$ cat src/rtl/clkdiv_pkg.sv
package clkdiv_pkg;
  localparam int BASE_W     = 2;
  localparam int BASE_VAL_W = 4;
  localparam int RST_RATIO  = 2;

  // base factor per table; entries 1 and 2 are shared
  function automatic logic [BASE_VAL_W-1:0] base_of(input logic [BASE_W-1:0] sel,
                                                    input logic tbl_b);
    logic [BASE_VAL_W-1:0] b;
    case (sel)
      2'd0:    b = tbl_b ? 4'd4 : 4'd2;
      2'd1:    b = 4'd3;
      2'd2:    b = 4'd5;
      default: b = tbl_b ? 4'd9 : 4'd7;
    endcase
    return b;
  endfunction
endpackage

$ cat src/rtl/clkdiv_ratio_dec.sv
module clkdiv_ratio_dec
  import clkdiv_pkg::*;
#(
  parameter int SHIFT_W = 2,
  localparam int CODE_W  = BASE_W + SHIFT_W,
  localparam int RATIO_W = BASE_VAL_W + (1 << SHIFT_W) - 1
) (
  input  logic [CODE_W-1:0]  code_i,
  input  logic               tbl_b_i,
  output logic [RATIO_W-1:0] ratio_o
);
  logic [BASE_VAL_W-1:0] base;
  logic [SHIFT_W-1:0]    shamt;

  always_comb begin
    base    = base_of(code_i[BASE_W-1:0], tbl_b_i);
    shamt   = code_i[CODE_W-1:BASE_W];
    ratio_o = RATIO_W'(base) << shamt;
  end
endmodule

$ cat src/rtl/clkdiv_seq.sv
module clkdiv_seq
  import clkdiv_pkg::*;
#(
  parameter int RATIO_W = 7
) (
  input  logic               clk_i,
  input  logic               rst_ni,
  input  logic [RATIO_W-1:0] ratio_new_i,
  input  logic               invert_i,
  input  logic               stop_req_i,
  output logic               pos_lvl_o,
  output logic               odd_o,
  output logic               inv_o,
  output logic [RATIO_W-1:0] cnt_o,
  output logic [RATIO_W-1:0] ratio_o
);
  logic [RATIO_W-1:0] cnt_q, cnt_d;
  logic [RATIO_W-1:0] ratio_q, ratio_nx, half_nx;
  logic               inv_q, inv_nx;
  logic               parked_q, parked_d;
  logic               lvl_q, lvl_d, wrap;

  always_comb begin
    wrap     = (cnt_q == ratio_q - RATIO_W'(1));
    cnt_d    = wrap ? '0 : cnt_q + RATIO_W'(1);
    ratio_nx = wrap ? ratio_new_i : ratio_q;
    inv_nx   = wrap ? invert_i : inv_q;
    half_nx  = ratio_nx >> 1;
    lvl_d    = inv_nx ^ (cnt_d < half_nx);
    // park only where the waveform is low, unpark only at a restart
    if (wrap && !stop_req_i)      parked_d = 1'b0;
    else if (stop_req_i && !lvl_d) parked_d = 1'b1;
    else                          parked_d = parked_q;
  end

  always_ff @(posedge clk_i or negedge rst_ni) begin
    if (!rst_ni) begin
      cnt_q    <= '0;
      ratio_q  <= RATIO_W'(RST_RATIO);
      inv_q    <= 1'b0;
      parked_q <= 1'b1;
      lvl_q    <= 1'b0;
    end else begin
      cnt_q    <= cnt_d;
      ratio_q  <= ratio_nx;
      inv_q    <= inv_nx;
      parked_q <= parked_d;
      lvl_q    <= lvl_d && !parked_d;
    end
  end

  assign pos_lvl_o = lvl_q;
  assign odd_o     = ratio_q[0];
  assign inv_o     = inv_q;
  assign cnt_o     = cnt_q;
  assign ratio_o   = ratio_q;
endmodule

$ cat src/rtl/clkdiv_shaper.sv
module clkdiv_shaper (
  input  logic clk_i,
  input  logic rst_ni,
  input  logic pos_lvl_i,
  input  logic odd_i,
  input  logic inv_i,
  output logic clk_o
);
  logic neg_lvl_q;

  // half-cycle delayed copy gives the extra half high phase for odd ratios
  always_ff @(negedge clk_i or negedge rst_ni) begin
    if (!rst_ni) neg_lvl_q <= 1'b0;
    else         neg_lvl_q <= pos_lvl_i;
  end

  always_comb begin
    if (!odd_i)     clk_o = pos_lvl_i;
    else if (inv_i) clk_o = pos_lvl_i & neg_lvl_q;
    else            clk_o = pos_lvl_i | neg_lvl_q;
  end
endmodule

$ cat src/rtl/clkdiv_gate.sv
module clkdiv_gate
  import clkdiv_pkg::*;
#(
  parameter int SHIFT_W = 2,
  localparam int CODE_W  = BASE_W + SHIFT_W,
  localparam int RATIO_W = BASE_VAL_W + (1 << SHIFT_W) - 1
) (
  input  logic              clk_i,
  input  logic              rst_ni,
  input  logic [CODE_W-1:0] div_code_i,
  input  logic              tbl_sel_i,
  input  logic              invert_i,
  input  logic              enable_i,
  input  logic              stop_ni,
  output logic              clk_o
);
  logic [RATIO_W-1:0] ratio_new, ratio_w, cnt_w;
  logic               pos_lvl_w, odd_w, inv_w, stop_req;

  assign stop_req = !stop_ni || !enable_i;

  clkdiv_ratio_dec #(.SHIFT_W(SHIFT_W)) i_dec (
    .code_i  (div_code_i),
    .tbl_b_i (tbl_sel_i),
    .ratio_o (ratio_new)
  );

  clkdiv_seq #(.RATIO_W(RATIO_W)) i_seq (
    .clk_i       (clk_i),
    .rst_ni      (rst_ni),
    .ratio_new_i (ratio_new),
    .invert_i    (invert_i),
    .stop_req_i  (stop_req),
    .pos_lvl_o   (pos_lvl_w),
    .odd_o       (odd_w),
    .inv_o       (inv_w),
    .cnt_o       (cnt_w),
    .ratio_o     (ratio_w)
  );

  clkdiv_shaper i_shp (
    .clk_i     (clk_i),
    .rst_ni    (rst_ni),
    .pos_lvl_i (pos_lvl_w),
    .odd_i     (odd_w),
    .inv_i     (inv_w),
    .clk_o     (clk_o)
  );
endmodule

$ cat config.mk
export PLATFORM = sky130hd
export DESIGN_NAME = clkdiv_gate
export DESIGN_NICKNAME = d
export VERILOG_FILES = /design/src/rtl/clkdiv_pkg.sv /design/src/rtl/clkdiv_ratio_dec.sv /design/src/rtl/clkdiv_seq.sv /design/src/rtl/clkdiv_shaper.sv /design/src/rtl/clkdiv_gate.sv
export SDC_FILE = /design/constraint.sdc
export NUM_CORES = 1
export LEC_CHECK = 0
export ABC_AREA = 1
export ABC_CLOCK_PERIOD_IN_PS = 7400
export CORE_MARGIN = 10
export CORE_UTILIZATION = 55
export DETAILED_ROUTE_END_ITERATION = 6
export GPL_TIMING_DRIVEN = 0
export PLACE_DENSITY = 0.76
export SLEW_MARGIN = 30
export SYNTH_ARGS = -nofsm -noshare
export SYNTH_HDL_FRONTEND = slang
export SYNTH_SLANG_ARGS = --single-unit
$ cat constraint.sdc
create_clock -name clk_i -period 7.4 [get_ports clk_i]
set_input_delay 1.11 -clock clk_i [delete_from_list [all_inputs] [get_ports clk_i]]
set_output_delay 1.11 -clock clk_i [all_outputs]
set_load 0.01 [all_outputs]
; Word level (Yosys, flattened, before mapping)
; Cells that the tools add are included.
[word_totals]
out_inout_bits = 1
inputBits = 10
ff_bits = 18
[op_classes]
n_reduce_logical = 10
eq_ne = 3
mux = 10
bitwise = 3
n_shift = 1
magnitude_cmp = 1
n_addsub = 2
[op_table]
columns = cell, count
row1 = two-way mux 7 bit, 2
row2 = one-hot mux 4 bit (3 select lines), 1
row3 = "adder 7 x 1 -> 7 bit, second input constant", 1
row4 = equality test 7 bit, 1
row5 = less-than comparator 7 x 6 -> 1 bit, 1
row6 = left shift 4 x 2 -> 7 bit, 1
row7 = "subtractor 7 x 1 -> 7 bit, second input constant", 1
row8 = logical NOT 1 bit, 5
row9 = two-way mux 1 bit, 5
row10 = two-way mux 4 bit, 1
row11 = logical AND 1 bit, 3
row12 = two-way mux 3 bit, 1
row13 = "equality test 2 x 1 -> 1 bit, second input constant", 1
row14 = "equality test 2 bit, second input constant", 1
row15 = logical NOT 2 bit, 1
row16 = AND 1 bit, 1
row17 = logical OR 1 bit, 1
row18 = bitwise OR 1 bit, 1
row19 = XOR 1 bit, 1

; Longest topological paths before layout
[logic_depth]
depth_word = 12
depth_mapped = 25

; Modules after synthesis
; A second synthesis with hierarchy kept.
[unflattened]
cells_unflattened = 195
area_unflattened_um2 = 1332.5
[by_module_without_submodules]
columns = module, area_each_um2, n_inst, cells_each
row1 = clkdiv_seq, 1123.6, 1, 150
row2 = clkdiv_ratio_dec, 143.9, 1, 34
row3 = clkdiv_shaper, 61.3, 1, 10
row4 = clkdiv_gate, 3.8, 1, 1

==> flow_metrics.env <==
export IMPL_routed_via_density=5.12
export IMPL_clk_pin_slew_ns=0.10
export IMPL_drive_gt1_share_pct=11.6
export IMPL_final_setup_skew_ns=0.00173
export IMPL_synth_top_family_by_area="simple AND/OR/NAND/NOR gates"
export IMPL_finalNonFillerCells=227
export IMPL_chipWidth_um=68.6
export IMPL_tritoncts_clock_tree="done"
export IMPL_r2r_end="i_shp.neg_lvl_q"
export IMPL_finalSetupViolations=0
export IMPL_antenna_found_initial=0
export IMPL_run_status="complete, no violations"
export IMPL_power_share_sequential_pct=60.7
export IMPL_chipHeight_um=68.6
export IMPL_grt_first_pass_wirelength_um=4780
export IMPL_most_common_flop_cell_mapped_by_yosys="sky130_fd_sc_hd__dfrtp_1"
export IMPL_finish_net_count=217
export IMPL_core_area_um2=2230
export IMPL_detail_route_wl_per_cell_um=12.2
export IMPL_h_tree_levels=1
export IMPL_cap_violations=0
export IMPL_synthCells=185
export IMPL_grt_max_degree=19
export IMPL_grt_pass1_vias=1175
export IMPL_synth_xor_area_share_pct=3.37
export IMPL_final_cell_mix="sky130_fd_sc_hd__nand2_1, sky130_fd_sc_hd__inv_1, sky130_fd_sc_hd__nor2_1"
export IMPL_proportion_of_synthesized_area_in_mux_cells_pct=0.771
export IMPL_timing_setup_tns_ns=0
export IMPL_numClockSinks=18
export IMPL_static_leakage_nw=0.853
export IMPL_rsz0062_at_grt="no"
export IMPL_crit_slowest_cell="sky130_fd_sc_hd__clkdlybuf4s50_1"
export IMPL_worst_pin_slew_ns=0.812
export IMPL_p_clk_share_pct=30.9
export IMPL_finalMaxSlewViolations=0
export IMPL_r2r_start="i_seq.pos_lvl_o"
export IMPL_cts_buffers=3
export IMPL_crit_end="clk_o"
export IMPL_internal_power_mw=0.125
export IMPL_setup_crit_start="i_shp.neg_lvl_q"
export IMPL_synth_compound_gate_area_share_pct=8.57
export IMPL_dpl_cell_count=223
export IMPL_worst_setup_path_end_kind="output port"
export IMPL_floorplan_initialDensity_pct=58.2
export IMPL_worstPathBufferInverterCount=1
export IMPL_finalWorstSetupSlack_ns=1.06
export IMPL_worst_skew_pair_later_pin_latency_ns=0.29
export IMPL_pin_count=11
export IMPL_ys_warn_count=0
export IMPL_synth_area_um2=1300
export IMPL_timing_final_hold_violations=0
export IMPL_io_buffer_count=10
export IMPL_layout_commonest_cell="sky130_fd_sc_hd__nand2_1"
export IMPL_synthDominantCellAreaShare_pct=28.9
export IMPL_global_route_overflow_total=0
export IMPL_post_synth_num_cell_types=30
export IMPL_synth_largest_area_cell="sky130_fd_sc_hd__dfrtp_1"
export IMPL_crit_fanout=2
export IMPL_final_core_util_pct=65.4
export IMPL_maxSlewHeadroom_pct=45.7
export IMPL_number_of_synthesized_flops_with_an_enable_pin=0
export IMPL_worst_setup_path_start_kind="register"
export IMPL_antenna_left=0
export IMPL_drt_wl_total_um=2770
export IMPL_switching_power_mw=0.0365
export IMPL_adder_and_majority_cell_fraction_of_the_synthesized_area_pct=6.74
export IMPL_synthTopCellsByArea="sky130_fd_sc_hd__dfrtp_1, sky130_fd_sc_hd__nand2_1, sky130_fd_sc_hd__inv_1"
export IMPL_place_ws_ns=1.38
export IMPL_combPwrFrac_pct=8.4
export IMPL_critical_path_data_arrival_time_ns=5.23
export IMPL_worst_ep_required_time_ns=6.29
export IMPL_critPathKind="register to output port"
export IMPL_swShare_pct=22.5
export IMPL_num_vias=1163
export IMPL_post_cts_setup_buffers=0
export IMPL_postSynthAreaPerCell_um2=7.02
export IMPL_worst_hold_path_type="register to register"
export IMPL_drt_initial_drc_count=49
export IMPL_cts_hold_buffers=0
export IMPL_series_of_cell_instances_along_the_critical_path="nor2_1 -> o31ai_1 -> clkdlybuf4s50_1"
export IMPL_post_synth_and_or_nand_nor_area_fraction_pct=34.1
export IMPL_ctsRootBufferMaster="sky130_fd_sc_hd__clkbuf_4"
export IMPL_detailedRoute_firstPassIterationCount=4
export IMPL_drcViolationCount=0
export IMPL_die_outline_area_um2=4710
export IMPL_cpLargestDelayFamily="buffers and inverters"
export IMPL_final_wtd_congestion=0.844
export IMPL_place_detailed_hpwl_um=2320
export IMPL_power_density_nw_per_um2=111
export IMPL_cts_resized_gates=0
export IMPL_reg2regPathDepth=0
export IMPL_rows=17
export IMPL_area_growth_syn_to_layout_pct=12.4
export IMPL_critical_path_cell_count=3
export IMPL_hold_slack_ns=0.580
export IMPL_ctsLongestPathBuffers=2
export IMPL_synth_seq_area_share_pct=34.9
export IMPL_layout_filler_cells=199
export IMPL_grt_util_all_layers_pct=13.2
export IMPL_ir_worst_vdd_uv=80.4
export IMPL_syn_nets=202
export IMPL_worst_path_largest_cell_delay_ns=0.58
export IMPL_asyncSetResetFlopFracSynth_pct=100
export IMPL_ys_ff_latch=18
export IMPL_setup_reg_to_reg_worst_slack_ns=3.15
export IMPL_antenna_cells_inserted=0
[power by group through the flow]
stage	Sequential, mW	Combinational (mW)	Clock [mW]
finish	0.0984	0.0135	0.0500
global placement	0.100	0.0128	0
CTS	0.0984	0.0135	0.0512
detailed placement	0.100	0.0135	0
global route	0.0984	0.0152	0.0566
floorplan	0.100	0.00482	0
[kinds of logic after synthesis]
group,count (synthesis)
buffers and inverters,36
multiplexers,1
XOR/XNOR,5
AND/OR/NAND/NOR,98
flip-flops,18
adder cells (fa/ha/maj),7
AO/OA/AOI/OAI,20
[flip-flops by register name (all words and copies together) (netlist names)]
signal           flops
i_seq.cnt_o          7
i_seq.inv_o          1
i_seq.parked_q       1
i_seq.pos_lvl_o      1
i_seq.ratio_o        7
i_shp.neg_lvl_q      1
[layer usage]
metal / part of all wire (%) / GRT usage [%] / vias up
met5: 0 / 0 / -
met4: 2.6 / 6.28 / 0
met3: 2.9 / 2.25 / 8
met2: 49 / 23.2 / 22
met1: 45 / 15.1 / 530
li1: - / - / 603
[how the worst min path moves through the flow]
stage               slack (ns)            from               to  depth (start not counted)
floorplan                 0.48  i_seq.parked_q  i_seq.pos_lvl_o                          1
global placement          0.53  i_seq.parked_q  i_seq.pos_lvl_o                          1
detailed placement        0.57  i_seq.parked_q  i_seq.pos_lvl_o                          1
CTS                       0.59  i_seq.parked_q  i_seq.pos_lvl_o                          1
global route              0.60  i_seq.parked_q  i_seq.pos_lvl_o                          1
finish                    0.58  i_seq.parked_q  i_seq.pos_lvl_o                          1
[metrics by stage]
step | cell area [um^2] | total power, mW
after floorplan | 1300 | 0.105
final | 1460 | 0.162
after global routing | 1460 | 0.170
after detailed placement | 1430 | 0.114
after global placement | 1430 | 0.113
after CTS | 1460 | 0.163
[synth_stat cells, types with 3 or more instances]
master,n
sky130_fd_sc_hd__nand3_1,11
sky130_fd_sc_hd__xor2_1,3
sky130_fd_sc_hd__inv_1,29
sky130_fd_sc_hd__o21ai_0,13
sky130_fd_sc_hd__nor2_1,25
sky130_fd_sc_hd__inv_2,4
sky130_fd_sc_hd__nand2_2,4
sky130_fd_sc_hd__dfrtp_1,15
sky130_fd_sc_hd__ha_1,7
sky130_fd_sc_hd__nand2_1,47
[cell type report]
class,count,area (um^2),area share (%)
Timing Repair Buffer,10,100,6.86
Multi-Input combinational cell,131,696,47.6
Tap cell,28,35.0,2.40
Inverter,34,128,8.74
Sequential cell,18,453,31.0
Buffer,2,22.5,1.54
Clock buffer,4,26.3,1.80
(Power assumes the default switching activity.)
